==> config.mk <==
export PLATFORM = sky130hd
export DESIGN_NAME = pc_sequencer
export DESIGN_NICKNAME = d
export VERILOG_FILES = /design/src/rtl/pcseq_pkg.sv /design/src/rtl/pcseq_fetch_target.sv /design/src/rtl/pcseq_select.sv /design/src/rtl/pcseq_link.sv /design/src/rtl/pc_sequencer.sv
export SDC_FILE = /design/constraint.sdc
export NUM_CORES = 1
export LEC_CHECK = 0
export BUFFER_PORTS_ARGS = -buffer_cell sky130_fd_sc_hd__buf_2
export CORE_ASPECT_RATIO = 1.1
export CORE_UTILIZATION = 52
export DETAILED_ROUTE_END_ITERATION = 6
export GPL_TIMING_DRIVEN = 0
export PLACE_DENSITY_LB_ADDON = 0.15
export SYNTH_ARGS = -nofsm -noshare
export SYNTH_HDL_FRONTEND = slang
export SYNTH_HIERARCHICAL = 1
export SYNTH_SLANG_ARGS = --single-unit
==> constraint.sdc <==
create_clock -name clk -period 3.7 [get_ports clk]
set_clock_uncertainty 0.05 [all_clocks]
set_input_delay 0.37 -clock clk [delete_from_list [all_inputs] [get_ports clk]]
set_output_delay 0.37 -clock clk [all_outputs]
set_load 0.01 [all_outputs]
==> src/rtl/pcseq_pkg.sv <==
`timescale 1ns/1ps
package pcseq_pkg;

   // Source chosen for the next fetch address
   typedef enum logic [1:0] {
      SEL_HOLD  = 2'd0,
      SEL_SEQ   = 2'd1,
      SEL_DEC   = 2'd2,
      SEL_FETCH = 2'd3
   } pc_sel_e;

   localparam int unsigned DEF_XLEN      = 32;
   localparam int unsigned DEF_IMM_W     = 16;
   localparam int unsigned DEF_REG_IDX_W = 5;
   localparam int unsigned DEF_LINK_REG  = 31;
   localparam int unsigned WORD_BYTES    = 4;

endpackage

==> src/rtl/pcseq_fetch_target.sv <==
`timescale 1ns/1ps
// Fetch-stage target adder for unconditional relative branches.
module pcseq_fetch_target #(
   parameter int unsigned XLEN     = 32,
   parameter int unsigned IMM_W    = 16,
   parameter bit          ENABLE   = 1'b1
) (
   input  logic [XLEN-1:0]  cur_pc,
   input  logic             req,
   input  logic [IMM_W-1:0] imm,
   output logic             hit,
   output logic [XLEN-1:0]  target
);
   localparam int unsigned EXT_W = XLEN - IMM_W - 2;
   localparam logic [XLEN-1:0] STEP = XLEN'(pcseq_pkg::WORD_BYTES);

   generate
      if (ENABLE) begin : g_adder
         logic [XLEN-1:0] offset;
         assign offset = {{EXT_W{imm[IMM_W-1]}}, imm, 2'b00};
         assign hit    = req;
         assign target = cur_pc + STEP + offset;
      end else begin : g_none
         logic unused_inputs;
         assign unused_inputs = req ^ (^imm) ^ (^cur_pc);
         assign hit    = 1'b0;
         assign target = '0;
      end
   endgenerate
endmodule

==> src/rtl/pcseq_select.sv <==
`timescale 1ns/1ps
// Chooses the next-address source; decode outranks fetch.
module pcseq_select #(
   parameter int unsigned XLEN = 32
) (
   input  logic                      fetch_en,
   input  logic                      dec_take,
   input  logic                      dec_reg_jump,
   input  logic [XLEN-1:0]           dec_target,
   input  logic [XLEN-1:0]           dec_reg_value,
   input  logic                      fe_hit,
   output pcseq_pkg::pc_sel_e        sel,
   output logic [XLEN-1:0]           dec_dest
);
   import pcseq_pkg::*;

   assign dec_dest = dec_reg_jump ? dec_reg_value : dec_target;

   always_comb begin
      if (!fetch_en)     sel = SEL_HOLD;
      else if (dec_take) sel = SEL_DEC;
      else if (fe_hit)   sel = SEL_FETCH;
      else               sel = SEL_SEQ;
   end
endmodule

==> src/rtl/pcseq_link.sv <==
`timescale 1ns/1ps
// Return address and write strobe for branch-and-link.
module pcseq_link #(
   parameter int unsigned XLEN      = 32,
   parameter int unsigned REG_IDX_W = 5,
   parameter int unsigned LINK_REG  = 31
) (
   input  logic                 fetch_en,
   input  logic                 dec_take,
   input  logic                 dec_link,
   input  logic [XLEN-1:0]      dec_pc,
   output logic [XLEN-1:0]      link_addr,
   output logic [REG_IDX_W-1:0] link_idx,
   output logic                 link_we
);
   localparam logic [XLEN-1:0] SKIP = XLEN'(2 * pcseq_pkg::WORD_BYTES);

   assign link_addr = dec_pc + SKIP;
   assign link_idx  = REG_IDX_W'(LINK_REG);
   assign link_we   = fetch_en & dec_take & dec_link;
endmodule

==> src/rtl/pc_sequencer.sv <==
`timescale 1ns/1ps
module pc_sequencer #(
   parameter int unsigned     XLEN       = pcseq_pkg::DEF_XLEN,
   parameter int unsigned     IMM_W      = pcseq_pkg::DEF_IMM_W,
   parameter int unsigned     REG_IDX_W  = pcseq_pkg::DEF_REG_IDX_W,
   parameter int unsigned     LINK_REG   = pcseq_pkg::DEF_LINK_REG,
   parameter logic [XLEN-1:0] RESET_ADDR = 32'h0040_0000,
   parameter bit              FETCH_BR   = 1'b1
) (
   input  logic                 clk,
   input  logic                 rst,
   input  logic                 fetch_en,
   input  logic                 fe_ubr,
   input  logic [IMM_W-1:0]     fe_imm,
   input  logic                 dec_take,
   input  logic [XLEN-1:0]      dec_target,
   input  logic                 dec_link,
   input  logic                 dec_reg_jump,
   input  logic [XLEN-1:0]      dec_reg_value,
   input  logic [XLEN-1:0]      dec_pc,
   output logic [XLEN-1:0]      fetch_addr,
   output logic [XLEN-1:0]      link_addr,
   output logic [REG_IDX_W-1:0] link_idx,
   output logic                 link_we
);
   import pcseq_pkg::*;

   localparam logic [XLEN-1:0] STEP = XLEN'(WORD_BYTES);

   // Elaboration-time parameter checks
   generate
      if (XLEN < IMM_W + 2) begin : g_bad_width
         initial $fatal(1, "pc_sequencer: XLEN too small for IMM_W");
      end
      if (LINK_REG >= (1 << REG_IDX_W)) begin : g_bad_link
         initial $fatal(1, "pc_sequencer: LINK_REG does not fit REG_IDX_W");
      end
   endgenerate

   logic [XLEN-1:0] pc_q, pc_d, fe_tgt, dec_dest;
   logic            fe_hit;
   pc_sel_e         sel;

   pcseq_fetch_target #(.XLEN(XLEN), .IMM_W(IMM_W), .ENABLE(FETCH_BR)) u_fetch (
      .cur_pc (pc_q),
      .req    (fe_ubr),
      .imm    (fe_imm),
      .hit    (fe_hit),
      .target (fe_tgt)
   );

   pcseq_select #(.XLEN(XLEN)) u_sel (
      .fetch_en      (fetch_en),
      .dec_take      (dec_take),
      .dec_reg_jump  (dec_reg_jump),
      .dec_target    (dec_target),
      .dec_reg_value (dec_reg_value),
      .fe_hit        (fe_hit),
      .sel           (sel),
      .dec_dest      (dec_dest)
   );

   pcseq_link #(.XLEN(XLEN), .REG_IDX_W(REG_IDX_W), .LINK_REG(LINK_REG)) u_link (
      .fetch_en  (fetch_en),
      .dec_take  (dec_take),
      .dec_link  (dec_link),
      .dec_pc    (dec_pc),
      .link_addr (link_addr),
      .link_idx  (link_idx),
      .link_we   (link_we)
   );

   always_comb begin
      unique case (sel)
         SEL_HOLD:  pc_d = pc_q;
         SEL_SEQ:   pc_d = pc_q + STEP;
         SEL_DEC:   pc_d = dec_dest;
         SEL_FETCH: pc_d = fe_tgt;
         default:   pc_d = pc_q;
      endcase
   end

   always_ff @(posedge clk) begin
      if (rst) pc_q <= RESET_ADDR;
      else     pc_q <= pc_d;
   end

   assign fetch_addr = pc_q;

   // ---------------- assertions ----------------
   p_reset_addr_r1: assert property (@(posedge clk)
      rst |=> (fetch_addr == RESET_ADDR));

   p_stall_hold_r2: assert property (@(posedge clk) disable iff (rst)
      !fetch_en |=> (fetch_addr == $past(fetch_addr)));

   p_stall_no_link_r2: assert property (@(posedge clk) disable iff (rst)
      !fetch_en |-> !link_we);

   p_sequential_r3: assert property (@(posedge clk) disable iff (rst)
      (fetch_en && !dec_take && !fe_ubr) |=> (fetch_addr == $past(fetch_addr) + STEP));

   p_dec_target_r4: assert property (@(posedge clk) disable iff (rst)
      (fetch_en && dec_take && !dec_reg_jump) |=> (fetch_addr == $past(dec_target)));

   p_reg_jump_r6: assert property (@(posedge clk) disable iff (rst)
      (fetch_en && dec_take && dec_reg_jump) |=> (fetch_addr == $past(dec_reg_value)));

   p_link_addr_r7: assert property (@(posedge clk) disable iff (rst)
      link_we |-> (link_addr == dec_pc + XLEN'(2 * WORD_BYTES)));

   p_link_needs_take_r5: assert property (@(posedge clk) disable iff (rst)
      !dec_take |-> !link_we);

   generate
      if (FETCH_BR) begin : g_fetch_chk
         p_fetch_branch_r8: assert property (@(posedge clk) disable iff (rst)
            (fetch_en && !dec_take && fe_ubr) |=>
            (fetch_addr == $past(fetch_addr) + STEP +
               {{(XLEN-IMM_W-2){$past(fe_imm[IMM_W-1])}}, $past(fe_imm), 2'b00}));
      end
   endgenerate

   p_decode_wins_r9: assert property (@(posedge clk) disable iff (rst)
      (fetch_en && dec_take && fe_ubr && !dec_reg_jump) |=> (fetch_addr == $past(dec_target)));
endmodule

==> out/results.ini <==
[power]
combPwrFrac_pct = 57.2
swShare_pct = 44.2
internal-power_uw = 950
peakVddDrop_uv = 140
seq_power_share_pct = 25.9
cellLeakagePower_nw = 3.22
power.switching_uw = 752
power_density_nw_per_um2 = 260
pwr-share-clk_pct = 16.8

[cells_and_area]
largest_reg_flops = 32
antenna_cells = 0
area_growth_pct = 22.0
drive_above_1_share_pct = 32.9
final_cells = 972
fin_area_sq_um = 6560
nets = 1030

[synth]
ys.flop_type = dfxtp_1
ys_warn_count = 6
synth.distinct_cells = 72
ys_async_sr_fraction_pct = 0
synthCells = 663
synth_area_leaders = ha_1 14%, dfxtp_1 12%, mux2_4 8.4%
synth_seq_cells = 32
synth.top_cell.area_share_pct = 13.7
syn_area_per_cell_sq_um = 8.11
synth_edf_count = 0
yosys.area.top_type = ha_1
ys_seq_area_share_pct = 11.9
syn_area_sq_um = 5370

[grt]
grt_max_degree = 16
grt_usage_pct = 30.7
grt_pass1_vias = 5519
grt_pass1_wl_mm = 26.6
grt_overflow = 0
antenna_found_initial = 0

[routing]
antenna_left = 0
drc = 0
vias = 5918
wirelength_mm = 17.0
wl_per_cell_microns = 17.5
vias_per_cell = 6.09
drtIter0Drc = 479
first_pass_iters = 7

[placed_design]
placed_cells = 964
dpl_cell_area_sq_um = 6420
gp_congestion = 0.961
hpwl_mm = 13.3
io_buffers = 177

[hold_path]
hold_class = input pin to flip-flop

[critical_path]
critPathLaunch = fetch_addr[3]$_SDFFE_PP0N_
timing_worst_setup_path_type = flip-flop to flip-flop
required_ns = 3.89
reg2reg_from = fetch_addr[3]$_SDFFE_PP0N_
worst_setup_path_start_kind = flip-flop
rrSetupSlack_ns = 0.14
r2r-end = fetch_addr[25]$_SDFFE_PP0N_
worst_setup_path_end_kind = flip-flop
reg2regPathDepth = 15
critPathArrivalTime_ns = 3.76
cp_max_fo = 6
endpoint = fetch_addr[25]$_SDFFE_PP0N_

[clocking]
hold_buffers = 0
cts.path.max_buffers = 2
cts-buffers-inserted = 5
worstSkewPairLatency_ns = 0.30
cts_tree = done
cts_sinks = 32
path_clk_slew_ns = 0.09
cts_max_level = 2
cts-root-buf = clkbuf_8

[timing]
holdWs_ns = 0.433
max_freq_mhz = 281
hold_viol = 0
period_share_pct = 96.3
maxSlewHeadroom_pct = 47.5
finalSetupViolations = 0
finalWorstPathRequiredPeriod_ns = 3.56
worst_slew_pin_slew_ns = 0.787
slew_viol_final = 0
rsz0062_at_grt = false

[floorplanning]
die-width_microns = 98.9
row_count = 38
initial_core_util_pct = 54.1
ios = 189
die_h_microns = 109
core_area_sq_um = 9940
dieArea_sq_um = 10700

[run]
cap_violations = 0

[run_status]
status = finished, final reports clean

## synth_stat cells, types with 6 or more instances
cell      count
a21oi_1      54
inv_1        16
a21o_1       17
dfxtp_1      32
and3_1       14
nor3_1       19
xor2_1       31
and4_1        7
o21ai_0      30
buf_4        12
a211oi_1     15
nand2_1      56
mux2_4       30
xnor2_1      36
nor2_1       45
a31oi_1       9
ha_1         59
buf_2         6
nand4_1      17
nand3_1      15
mux2i_1      12
clkbuf_1     18
## cells by family after synthesis
family,share of synthesized area (%)
flip-flops,11.9
adder cells (fa/ha/maj),14.1
AO/OA/AOI/OAI,21.3
buffers and inverters,6.85
XOR/XNOR,10.9
multiplexers,11.9
AND/OR/NAND/NOR,23.0
other,0.0698
## stage by stage
stage / power [mW] / util [%] / worst slack, ns / TNS [ns]
finish: 1.70 / 66.0 / 0.136 / 0
global route: 1.81 / 66.0 / 0.00817 / 0
CTS: 1.68 / 65.7 / -0.00743 / -0.00743
detailed placement: 1.39 / 64.7 / -0.365 / -0.851
global placement: 1.36 / 64.7 / -0.268 / -0.655
floorplan: 1.09 / - / 0.349 / 0
## routing by layer
layer  vias to the layer above  wire length (microns)  part of all wire (%)  track usage (%)
met5                         -                      0                     0                0
met4                         0                    274                   1.6             7.78
met3                        24                   1150                   6.8             2.95
met2                       287                   8750                    52             57.5
met1                      2788                   6800                    40             37.6
li1                       2819                      -                     -                -
## worst min path at each step
stage,start,to,slack [ns],cells past startpoint
after floorplan,fetch_addr[0]$_SDFFE_PP0P_,fetch_addr[0]$_SDFFE_PP0P_,0.48,2
after global placement,fetch_addr[0]$_SDFFE_PP0P_,fetch_addr[0]$_SDFFE_PP0P_,0.45,2
after detailed placement,fetch_addr[1]$_SDFFE_PP0P_,fetch_addr[1]$_SDFFE_PP0P_,0.48,2
after CTS,rst,fetch_addr[25]$_SDFFE_PP0N_,0.43,3
after global routing,rst,fetch_addr[25]$_SDFFE_PP0N_,0.46,3
final,rst,fetch_addr[25]$_SDFFE_PP0N_,0.43,3
## placed cells by master (no fill, tap or decap), types with 7 or more instances in the layout
cell,synthesis,routed
inv_1,16,16
nand2_1,56,56
mux2_4,30,30
xor2_1,31,31
nand3_1,15,15
a21oi_1,54,52
nand4_1,17,17
a31oi_1,9,8
ha_1,59,59
clkbuf_1,18,17
buf_4,12,13
o21ai_0,30,29
nor2_1,45,45
xnor2_1,36,36
nor3_1,19,19
mux2i_1,12,12
a21o_1,17,17
a211oi_1,15,14
buf_2,6,183
dfxtp_1,32,30
and4_1,7,7
and3_1,14,14
## area by class of cell
| class | instances | area (sq um) |
|---|---|---|
| buffer | 46 | 297 |
| clock buffer | 5 | 68.8 |
| clock inverter | 3 | 18.8 |
| timing repair buffer | 178 | 893 |
| tap | 120 | 150 |
| sequential | 32 | 643 |
| multi-input combinational | 570 | 4420 |
| fill | 911 | 3380 |
| inverter | 18 | 67.6 |
## power groups by stage
stage	combinational [mW]	clock, mW	sequential (mW)
final	0.974	0.287	0.441
after global routing	1.06	0.300	0.447
after CTS	0.952	0.285	0.439
after detailed placement	0.941	0	0.447
after global placement	0.915	0	0.445
after floorplan	0.647	0	0.447
## worst max-delay path, stage by stage, from the launching register on
cell and delay [ns]:
dfxtp_2 0.35, ha_1 0.30, ha_1 0.25, fa_1 0.44, a211oi_2 0.29, o21ai_2 0.15
a31oi_4 0.22, nand2_1 0.16, a21bo_2 0.24, a21bo_2 0.21, xor2_1 0.16, nand2_1 0.08
nand2_1 0.07, o21ai_0 0.11, a211o_1 0.32, a21oi_1 0.10
## repair_timing
item / 4_1_cts / 5_1_grt
resized for setup: 5 / 5
setup buffers: 0 / 1
pin swaps: 1 / 3
endpoints found under the setup margin: 3 / 3
Note: power is estimated with default switching activity, not from simulation.
